**src/rtl/triplet_shift_finder.sv**
```systemverilog
module triplet_shift_finder #(
  parameter int N = 16,
  parameter int W = 3
) (
  input  logic                 clk,
  input  logic                 rst_n,
  input  logic                 hit_valid,
  input  logic [1:0]           plane,
  input  logic [$clog2(N)-1:0] coord,
  input  logic                 start_match,
  input  logic                 clear,
  output logic                 trip_valid,
  output logic [$clog2(N)-1:0] trip_centre,
  output logic [$clog2(N)-1:0] trip_pos,
  output logic                 err_hit
);
  localparam int LN  = $clog2(N);
  localparam int EW  = N + W;
  localparam int WIN = 2 * W + 1;
  localparam logic [1:0] PL_A = 2'd0;
  localparam logic [1:0] PL_B = 2'd1;
  localparam logic [1:0] PL_C = 2'd2;

  logic [N-1:0] arr_a, arr_c;
  logic         match_mode;

  wire is_outer  = hit_valid && (plane == PL_A || plane == PL_C);
  wire centre_go = hit_valid && (plane == PL_B) && match_mode && !clear;

  always_ff @(posedge clk or negedge rst_n) begin
    if (!rst_n) begin
      arr_a      <= '0;
      arr_c      <= '0;
      match_mode <= 1'b0;
      err_hit    <= 1'b0;
    end else begin
      err_hit <= match_mode && !clear && is_outer;
      if (clear) begin
        arr_a      <= '0;
        arr_c      <= '0;
        match_mode <= 1'b0;
      end else begin
        if (start_match) match_mode <= 1'b1;
        if (!match_mode && hit_valid) begin
          if (plane == PL_A) arr_a[coord]  <= 1'b1;
          if (plane == PL_C) arr_c[~coord] <= 1'b1;
        end
      end
    end
  end

  wire [EW-1:0] ext_a = {arr_a, {W{1'b0}}};
  wire [EW-1:0] ext_c = {arr_c, {W{1'b0}}};

  logic [EW-1:0] pa [LN];
  logic [EW-1:0] pc [LN];
  logic [LN-1:0] pb [LN];
  logic [LN-1:0] pv;

  always_ff @(posedge clk or negedge rst_n) begin
    if (!rst_n) begin
      pv <= '0;
      for (int s = 0; s < LN; s++) begin
        pa[s] <= '0;
        pc[s] <= '0;
        pb[s] <= '0;
      end
    end else begin
      pv[0] <= centre_go;
      pb[0] <= coord;
      pa[0] <= coord[0] ? (ext_a >> 1) : ext_a;
      pc[0] <= coord[0] ? ext_c : (ext_c >> 1);
      for (int s = 1; s < LN; s++) begin
        pv[s] <= pv[s-1];
        pb[s] <= pb[s-1];
        pa[s] <= pb[s-1][s] ? (pa[s-1] >> (1 << s)) : pa[s-1];
        pc[s] <= pb[s-1][s] ? pc[s-1] : (pc[s-1] >> (1 << s));
      end
    end
  end

  wire [WIN-1:0] coinc = pa[LN-1][WIN-1:0] & pc[LN-1][WIN-1:0];
  logic          found;
  logic [LN-1:0] first_idx;

  always_comb begin
    found     = 1'b0;
    first_idx = '0;
    for (int i = WIN - 1; i >= 0; i--) begin
      if (coinc[i]) begin
        found     = 1'b1;
        first_idx = LN'(i);
      end
    end
  end

  always_ff @(posedge clk or negedge rst_n) begin
    if (!rst_n) begin
      trip_valid  <= 1'b0;
      trip_centre <= '0;
      trip_pos    <= '0;
    end else begin
      trip_valid  <= pv[LN-1] && found;
      trip_centre <= pb[LN-1];
      trip_pos    <= pb[LN-1] + first_idx - LN'(W);
    end
  end

  AST_CLEAR_EMPTIES: assert property (@(posedge clk) disable iff (!rst_n)
    clear |=> (arr_a == '0 && arr_c == '0));
  AST_CLEAR_TO_FILL: assert property (@(posedge clk) disable iff (!rst_n)
    clear |=> !match_mode);
  AST_START_MATCH: assert property (@(posedge clk) disable iff (!rst_n)
    (start_match && !clear) |=> match_mode);
  AST_FROZEN_IN_MATCH: assert property (@(posedge clk) disable iff (!rst_n)
    (match_mode && !clear) |=> ($stable(arr_a) && $stable(arr_c)));
  AST_ERR_CAUSE: assert property (@(posedge clk) disable iff (!rst_n)
    err_hit |-> $past(match_mode && is_outer));
  AST_POS_IN_WINDOW: assert property (@(posedge clk) disable iff (!rst_n)
    trip_valid |-> (({1'b0, trip_pos} + (LN+1)'(W) >= {1'b0, trip_centre}) &&
                    ({1'b0, trip_pos} <= {1'b0, trip_centre} + (LN+1)'(W))));
endmodule

```
**config.mk**
```make
export PLATFORM = sky130hd
export DESIGN_NAME = triplet_shift_finder
export DESIGN_NICKNAME = d
export VERILOG_FILES = /design/src/rtl/triplet_shift_finder.sv
export SDC_FILE = /design/constraint.sdc
export NUM_CORES = 1
export LEC_CHECK = 0
export BUFFER_PORTS_ARGS = -buffer_cell sky130_fd_sc_hd__buf_2
export CAP_MARGIN = 20
export CORE_MARGIN = 3
export CORE_UTILIZATION = 65
export CTS_CLUSTER_SIZE = 25
export DETAILED_ROUTE_END_ITERATION = 10
export PLACE_DENSITY = 0.83
export REMOVE_ABC_BUFFERS = 1
export SKIP_LAST_GASP = 1
export SYNTH_ARGS = -nofsm -noshare
export SYNTH_HDL_FRONTEND = slang
export SYNTH_SLANG_ARGS = --single-unit
```
**constraint.sdc**
```tcl
create_clock -name clk -period 4.9 [get_ports clk]
set_input_delay 0.245 -clock clk [delete_from_list [all_inputs] [get_ports clk]]
set_output_delay 0.245 -clock clk [all_outputs]
set_load 0.02 [all_outputs]
```
Yosys cells after proc, flatten, opt, wreduce, memory -nomap -nowiden:

Index checks and enable logic that the tools add are counted.

* bits in registers: 183
* bits of input ports: 11
* output and inout port bits: 10
* word-level logic and storage cells: 86

* add/sub/neg operators: 2
* order comparisons: 4
* equal/unequal tests: 2
* muxes and demuxes: 34
* bitwise operators: 4
* reductions and logical operators: 20

Operator list (count)
* 2-to-1 mux 16 bit: 6
* 2-to-1 mux 19 bit: 4
* bitwise OR 16 bit: 2
* 2-to-1 mux 15 bit: 2
* 2-to-1 mux 4 bit: 6
* 2-to-1 mux 7 bit: 2
* 2-to-1 mux 1 bit: 11
* logical AND 1 bit: 10
* less-than comparator 4 x 5 -> 1 bit, second input constant: 2
* demux 1 bit (select 4 bit): 2
* greater-or-equal comparator 4 x 1 -> 1 bit, second input constant: 2
* nonzero test 2 bit: 4
* bitwise AND 7 bit: 1
* adder 4 bit: 1
* NOT 4 bit: 1
* AND reduction 2 bit: 2
* subtractor 4 x 2 -> 4 bit, second input constant: 1
* 2-to-1 mux 3 bit: 1
* == test 2 x 1 -> 1 bit, second input constant: 1
* == test 2 bit, second input constant: 1
* zero test 1 bit: 2
* zero test 2 bit: 1
* logical OR 1 bit: 1

Depth between registers and ports, before layout:

* depth after elaboration: 10
* mapped depth: 9
* depth with buffers taken out: 9

Least setup slack after synthesis:

Ideal clock, no wire load.

* kind: register to register
* start: register pa[5] (netlist bit)
* end: register trip_pos[3]
* setup time: 0.123 ns
* arrival: 1.855 ns
* data required time: 4.777 ns
* path slack: 2.922 ns
* stages on the path, launching flop included: 9
* path buffers: 0
* period minus slack after synthesis: 1.978 ns
* cells stage by stage: dfrtp_1 > a22oi_1 > nand3_1 > a21oi_1 > ha_1 > ha_1 > fa_1 > xnor2_1 > xnor2_1

* word-level cells in the longest chain between the ends: 9

RTL lines
* start: declaration: RTL line 55 `logic [EW-1:0] pa [LN];`
* start signal: indexed assignment: RTL line 76 `pa[s] <= pb[s-1][s] ? (pa[s-1] >> (1 << s)) : pa[s-1];`
* bitwise AND 7 bit: RTL line 82 `wire [WIN-1:0] coinc = pa[LN-1][WIN-1:0] & pc[LN-1][WIN-1:0];`
* 2-to-1 mux 4 bit (6 in series): RTL line 90 `if (coinc[i]) begin`
* adder 4 bit: RTL line 105 `trip_pos <= pb[LN-1] + first_idx - LN'(W);`
* subtractor 4 x 2 -> 4 bit: RTL line 105
* end signal: assignment: RTL line 105
* end: declaration: RTL line 14 `output logic [$clog2(N)-1:0] trip_pos,`

Every way passes these cells.
A chain may end at the register's enable or synchronous reset.

Final worst setup path:

Same ends and word-level chain as after synthesis.

==> results.py <==
metrics = {
    "detailed_routing": {
        "finalWirelength_um": 10800,
        "remaining_drc_errors": 0,
        "drt_iter0_markers": 138,
        "drtAntennaViolNets": 0,
        "post_drt_via_cell_ratio": 5.61,
        "num_vias": 3325,
        "wire_per_inst_um": 18.3,
        "drtPass1Iterations": 5,
    },
    "power_and_ir_drop": {
        "clkPwrFrac_pct": 44.7,
        "vdd_drop_max_v": 0.000203,
        "cellPowerDensity_nw_per_um2": 399,
        "leakage_nw": 3.76,
        "p_sw_mw": 0.685,
        "combPwrFrac_pct": 3.8,
        "power.internal_mw": 2.22,
        "pwr-share-seq_pct": 51.5,
        "netSwitchingFraction_pct": 23.6,
        "power_mw": 2.90,
    },
    "floorplan": {
        "design.die.area_um2": 11200,
        "io_pins": 21,
        "die_height_um": 106,
        "start_util_pct": 68.2,
        "rows": 35,
        "core-area_um2": 9460,
        "die_w_um": 106,
    },
    "setup_path": {
        "r2r_start": "pa[5]$_DFF_PN0_",
        "critical_path_arrival_ns": 2.64,
        "cp_slowest_stage_delay_ns": 0.39,
        "cp_cell_sequence": "a22oi_1 > nand3_1 > a21oi_1 > ha_1 > ha_1 > fa_1 > xnor2_1 > xnor2_1",
        "rr_worst_depth": 8,
        "timing.reg2reg.setup_slack_ns": 2.70,
        "critPathMaxFanout": 2,
        "crit_path_start_kind": "flop",
        "timing.rr.end": "trip_pos[3]$_DFF_PN0_",
        "worstSetupEndpointType": "flop",
        "setup.worst_path.class": "reg2reg",
        "cp.required_ns": 5.34,
        "cp_slowest_cell": "dfrtp_1",
    },
    "clocking": {
        "cts.clk_slew.worst_paths_ns": 0.07,
        "cts_tree": "done",
        "insertion_delay_ns": 0.52,
        "cts_resized": 0,
        "h-tree-depth": 4,
        "clkSinkCount": 177,
        "numCtsBuffers": 17,
        "clockRootBuffer": "clkbuf_8",
        "post_cts_buffers": 0,
        "cts_buffer_depth": 2,
        "cts.hold.buffers_added": 8,
    },
    "layout": {
        "drive_gt1_share_pct": 17.5,
        "fin_nets": 467,
        "antenna_cells": 0,
        "post-route-util_pct": 76.8,
        "area_delta_synth_final_pct": 12.6,
        "multi_input_area_um2": 1850,
        "regArea_um2": 4430,
        "num-fill-cells": 534,
    },
    "hold_path": {
        "min_to": "err_hit$_DFF_PN0_",
        "min_path_cells": 2,
        "min_from": "hit_valid",
        "hp-class": "in2reg",
    },
    "sta": {
        "worst_pin_slew_ns": 0.895,
        "clock.fmax_mhz": 455,
        "grt_setup_unrepaired": "no",
        "period_share_pct": 44.9,
        "finalMaxSlewViolations": 0,
        "finalHoldViolCount": 0,
        "tns_ns": 0,
        "fin_crit_ns": 2.20,
        "relSlewSlack_pct": 40.3,
        "clock_skew_ns": 0.0158,
        "finalSetupViolations": 0,
    },
    "placed_design": {
        "dp_hpwl_um": 6450,
        "gp_congestion": 0.874,
        "portBuffers": 20,
    },
    "job": {
        "maxCapViolations": 0,
    },
    "synthesis": {
        "synth.avg_cell_area_um2": 15.2,
        "syn_area_um2": 6450,
        "synth_cell_types": 31,
        "synth-seq-cells": 177,
        "yosysWarnings": 0,
        "yosysSeqAreaShare_pct": 68.6,
        "syn-instance-count": 424,
    },
    "global_routing": {
        "grt_overflow": 0,
        "track_usage_pct": 22.0,
        "first_global_vias": 3598,
        "grt_start_max_net_pins": 75,
        "antenna_found_initial": 0,
        "grt_pass1_wl_um": 18900,
    },
    "outcome": {
        "status": "finished clean",
    },
}
-- kinds of logic after synthesis --
kind of cell             Yosys count  share of synthesized area, %
multiplexers                     102                          17.8
XOR/XNOR                           2                         0.271
adder cells (fa/ha/maj)            5                          1.09
buffers and inverters             30                          2.83
flip-flops                       177                          68.6
AO/OA/AOI/OAI                     39                          3.86
AND/OR/NAND/NOR                   69                          5.53
-- sequential cells by signal, summed over array words and instances (netlist names) --
signal and count:
arr_c 16, trip_centre 4, pa 57, pv 4
match_mode 1, trip_valid 1, pc 57, err_hit 1
arr_a 16, trip_pos 4, pb 16
-- synthesized netlist by cell type --
library cell / count / area share [%]
nand3_1: 2 / 0.16
mux2_1: 82 / 14
buf_8: 1 / 0.23
nand2b_1: 1 / 0.097
nor2_1: 35 / 2.0
nor4bb_1: 2 / 0.31
buf_6: 2 / 0.35
dlygate4sd1_1: 1 / 0.14
and2_1: 7 / 0.68
nand4b_1: 1 / 0.14
a21oi_1: 2 / 0.16
o21a_1: 1 / 0.12
dfrtp_1: 177 / 69
xnor2_1: 2 / 0.27
ha_1: 4 / 0.78
clkbuf_1: 2 / 0.12
buf_4: 3 / 0.35
nor2_4: 1 / 0.17
a32o_1: 1 / 0.16
a31oi_1: 33 / 3.2
inv_1: 5 / 0.29
nor4b_4: 1 / 0.37
a22oi_1: 2 / 0.23
buf_2: 15 / 1.2
and2_0: 1 / 0.097
nor2b_1: 10 / 0.97
dlymetal6s2s_1: 1 / 0.19
nand2_1: 7 / 0.41
mux2_2: 20 / 3.5
nor2_2: 1 / 0.097
fa_1: 1 / 0.31
-- worst max-delay path: cells and delay by family (launching register included) --
| kind | cells | cell delay, ns |
|---|---|---|
| xor+xnor | 2 | 0.37 |
| flops | 1 | 0.39 |
| compound gates | 2 | 0.41 |
| simple gates | 1 | 0.11 |
| fa+ha+maj | 3 | 0.85 |
-- metrics by stage --
stage          std cells  area [um2]  setup slack [ns]  hold slack [ns]
2_1_floorplan        399        6290              2.86          -0.0506
3_3_place_gp         552        6590              2.87            0.220
3_5_place_dp         552        6590              2.75            0.223
4_1_cts              592        7250              2.71           0.0195
5_1_grt              593        7270              2.57           0.0316
6_report             593        7270              2.70           0.0444
-- area by class of cell --
cell class	count	area share [%]
sequential	177	61.0
clock inverter	15	2.24
clock buffer	17	5.70
inverter	5	0.258
multi-input combinational	217	25.4
tap	129	2.22
timing repair buffer	33	3.19
-- placed cells by master, fill, tap and decap left out, types with 2 or more instances in the layout --
cell / instances
a22oi_1: 2
inv_8: 6
xnor2_1: 2
nor2_1: 35
a31oi_1: 33
nor2b_1: 10
clkbuf_16: 16
and2_1: 7
inv_1: 5
mux2_1: 82
clkinv_4: 3
nand2_1: 7
mux2_2: 20
ha_1: 4
buf_2: 19
buf_4: 4
dlygate4sd3_1: 8
nand3_1: 2
dfrtp_1: 177
inv_6: 3
a21oi_1: 2
-- power groups by stage --
stage	Combinational [mW]	Sequential (mW)	Clock, mW
5_1_grt	0.122	1.49	1.39
2_1_floorplan	0.0318	1.53	0
3_5_place_dp	0.104	1.52	0
4_1_cts	0.110	1.49	1.32
3_3_place_gp	0.101	1.52	0
6_report	0.110	1.49	1.30
-- worst max path at each step --
stage                      startpoint               endpoint  slack [ns]
5_1_grt               pc[3]$_DFF_PN0_  trip_pos[3]$_DFF_PN0_        2.57
4_1_cts               pa[5]$_DFF_PN0_  trip_pos[3]$_DFF_PN0_        2.71
6_report              pa[5]$_DFF_PN0_  trip_pos[3]$_DFF_PN0_        2.70
2_1_floorplan  match_mode$_DFFE_PN0P_   arr_c[0]$_DFFE_PN0P_        2.86
3_5_place_dp          pa[5]$_DFF_PN0_  trip_pos[3]$_DFF_PN0_        2.75
3_3_place_gp          pa[5]$_DFF_PN0_  trip_pos[3]$_DFF_PN0_        2.87
-- per-layer routing --
layer | GRT usage, % | wire length (um) | share of wire [%] | vias to the layer above
li1 | - | - | - | 1525
met5 | 0 | 0 | 0 | -
met3 | 4.96 | 342 | 3.2 | 9
met1 | 29.4 | 4710 | 43 | 1720
met2 | 36.9 | 5700 | 53 | 71
met4 | 6.11 | 82 | 0.76 | 0
Note: power is estimated with default switching activity, not from simulation.
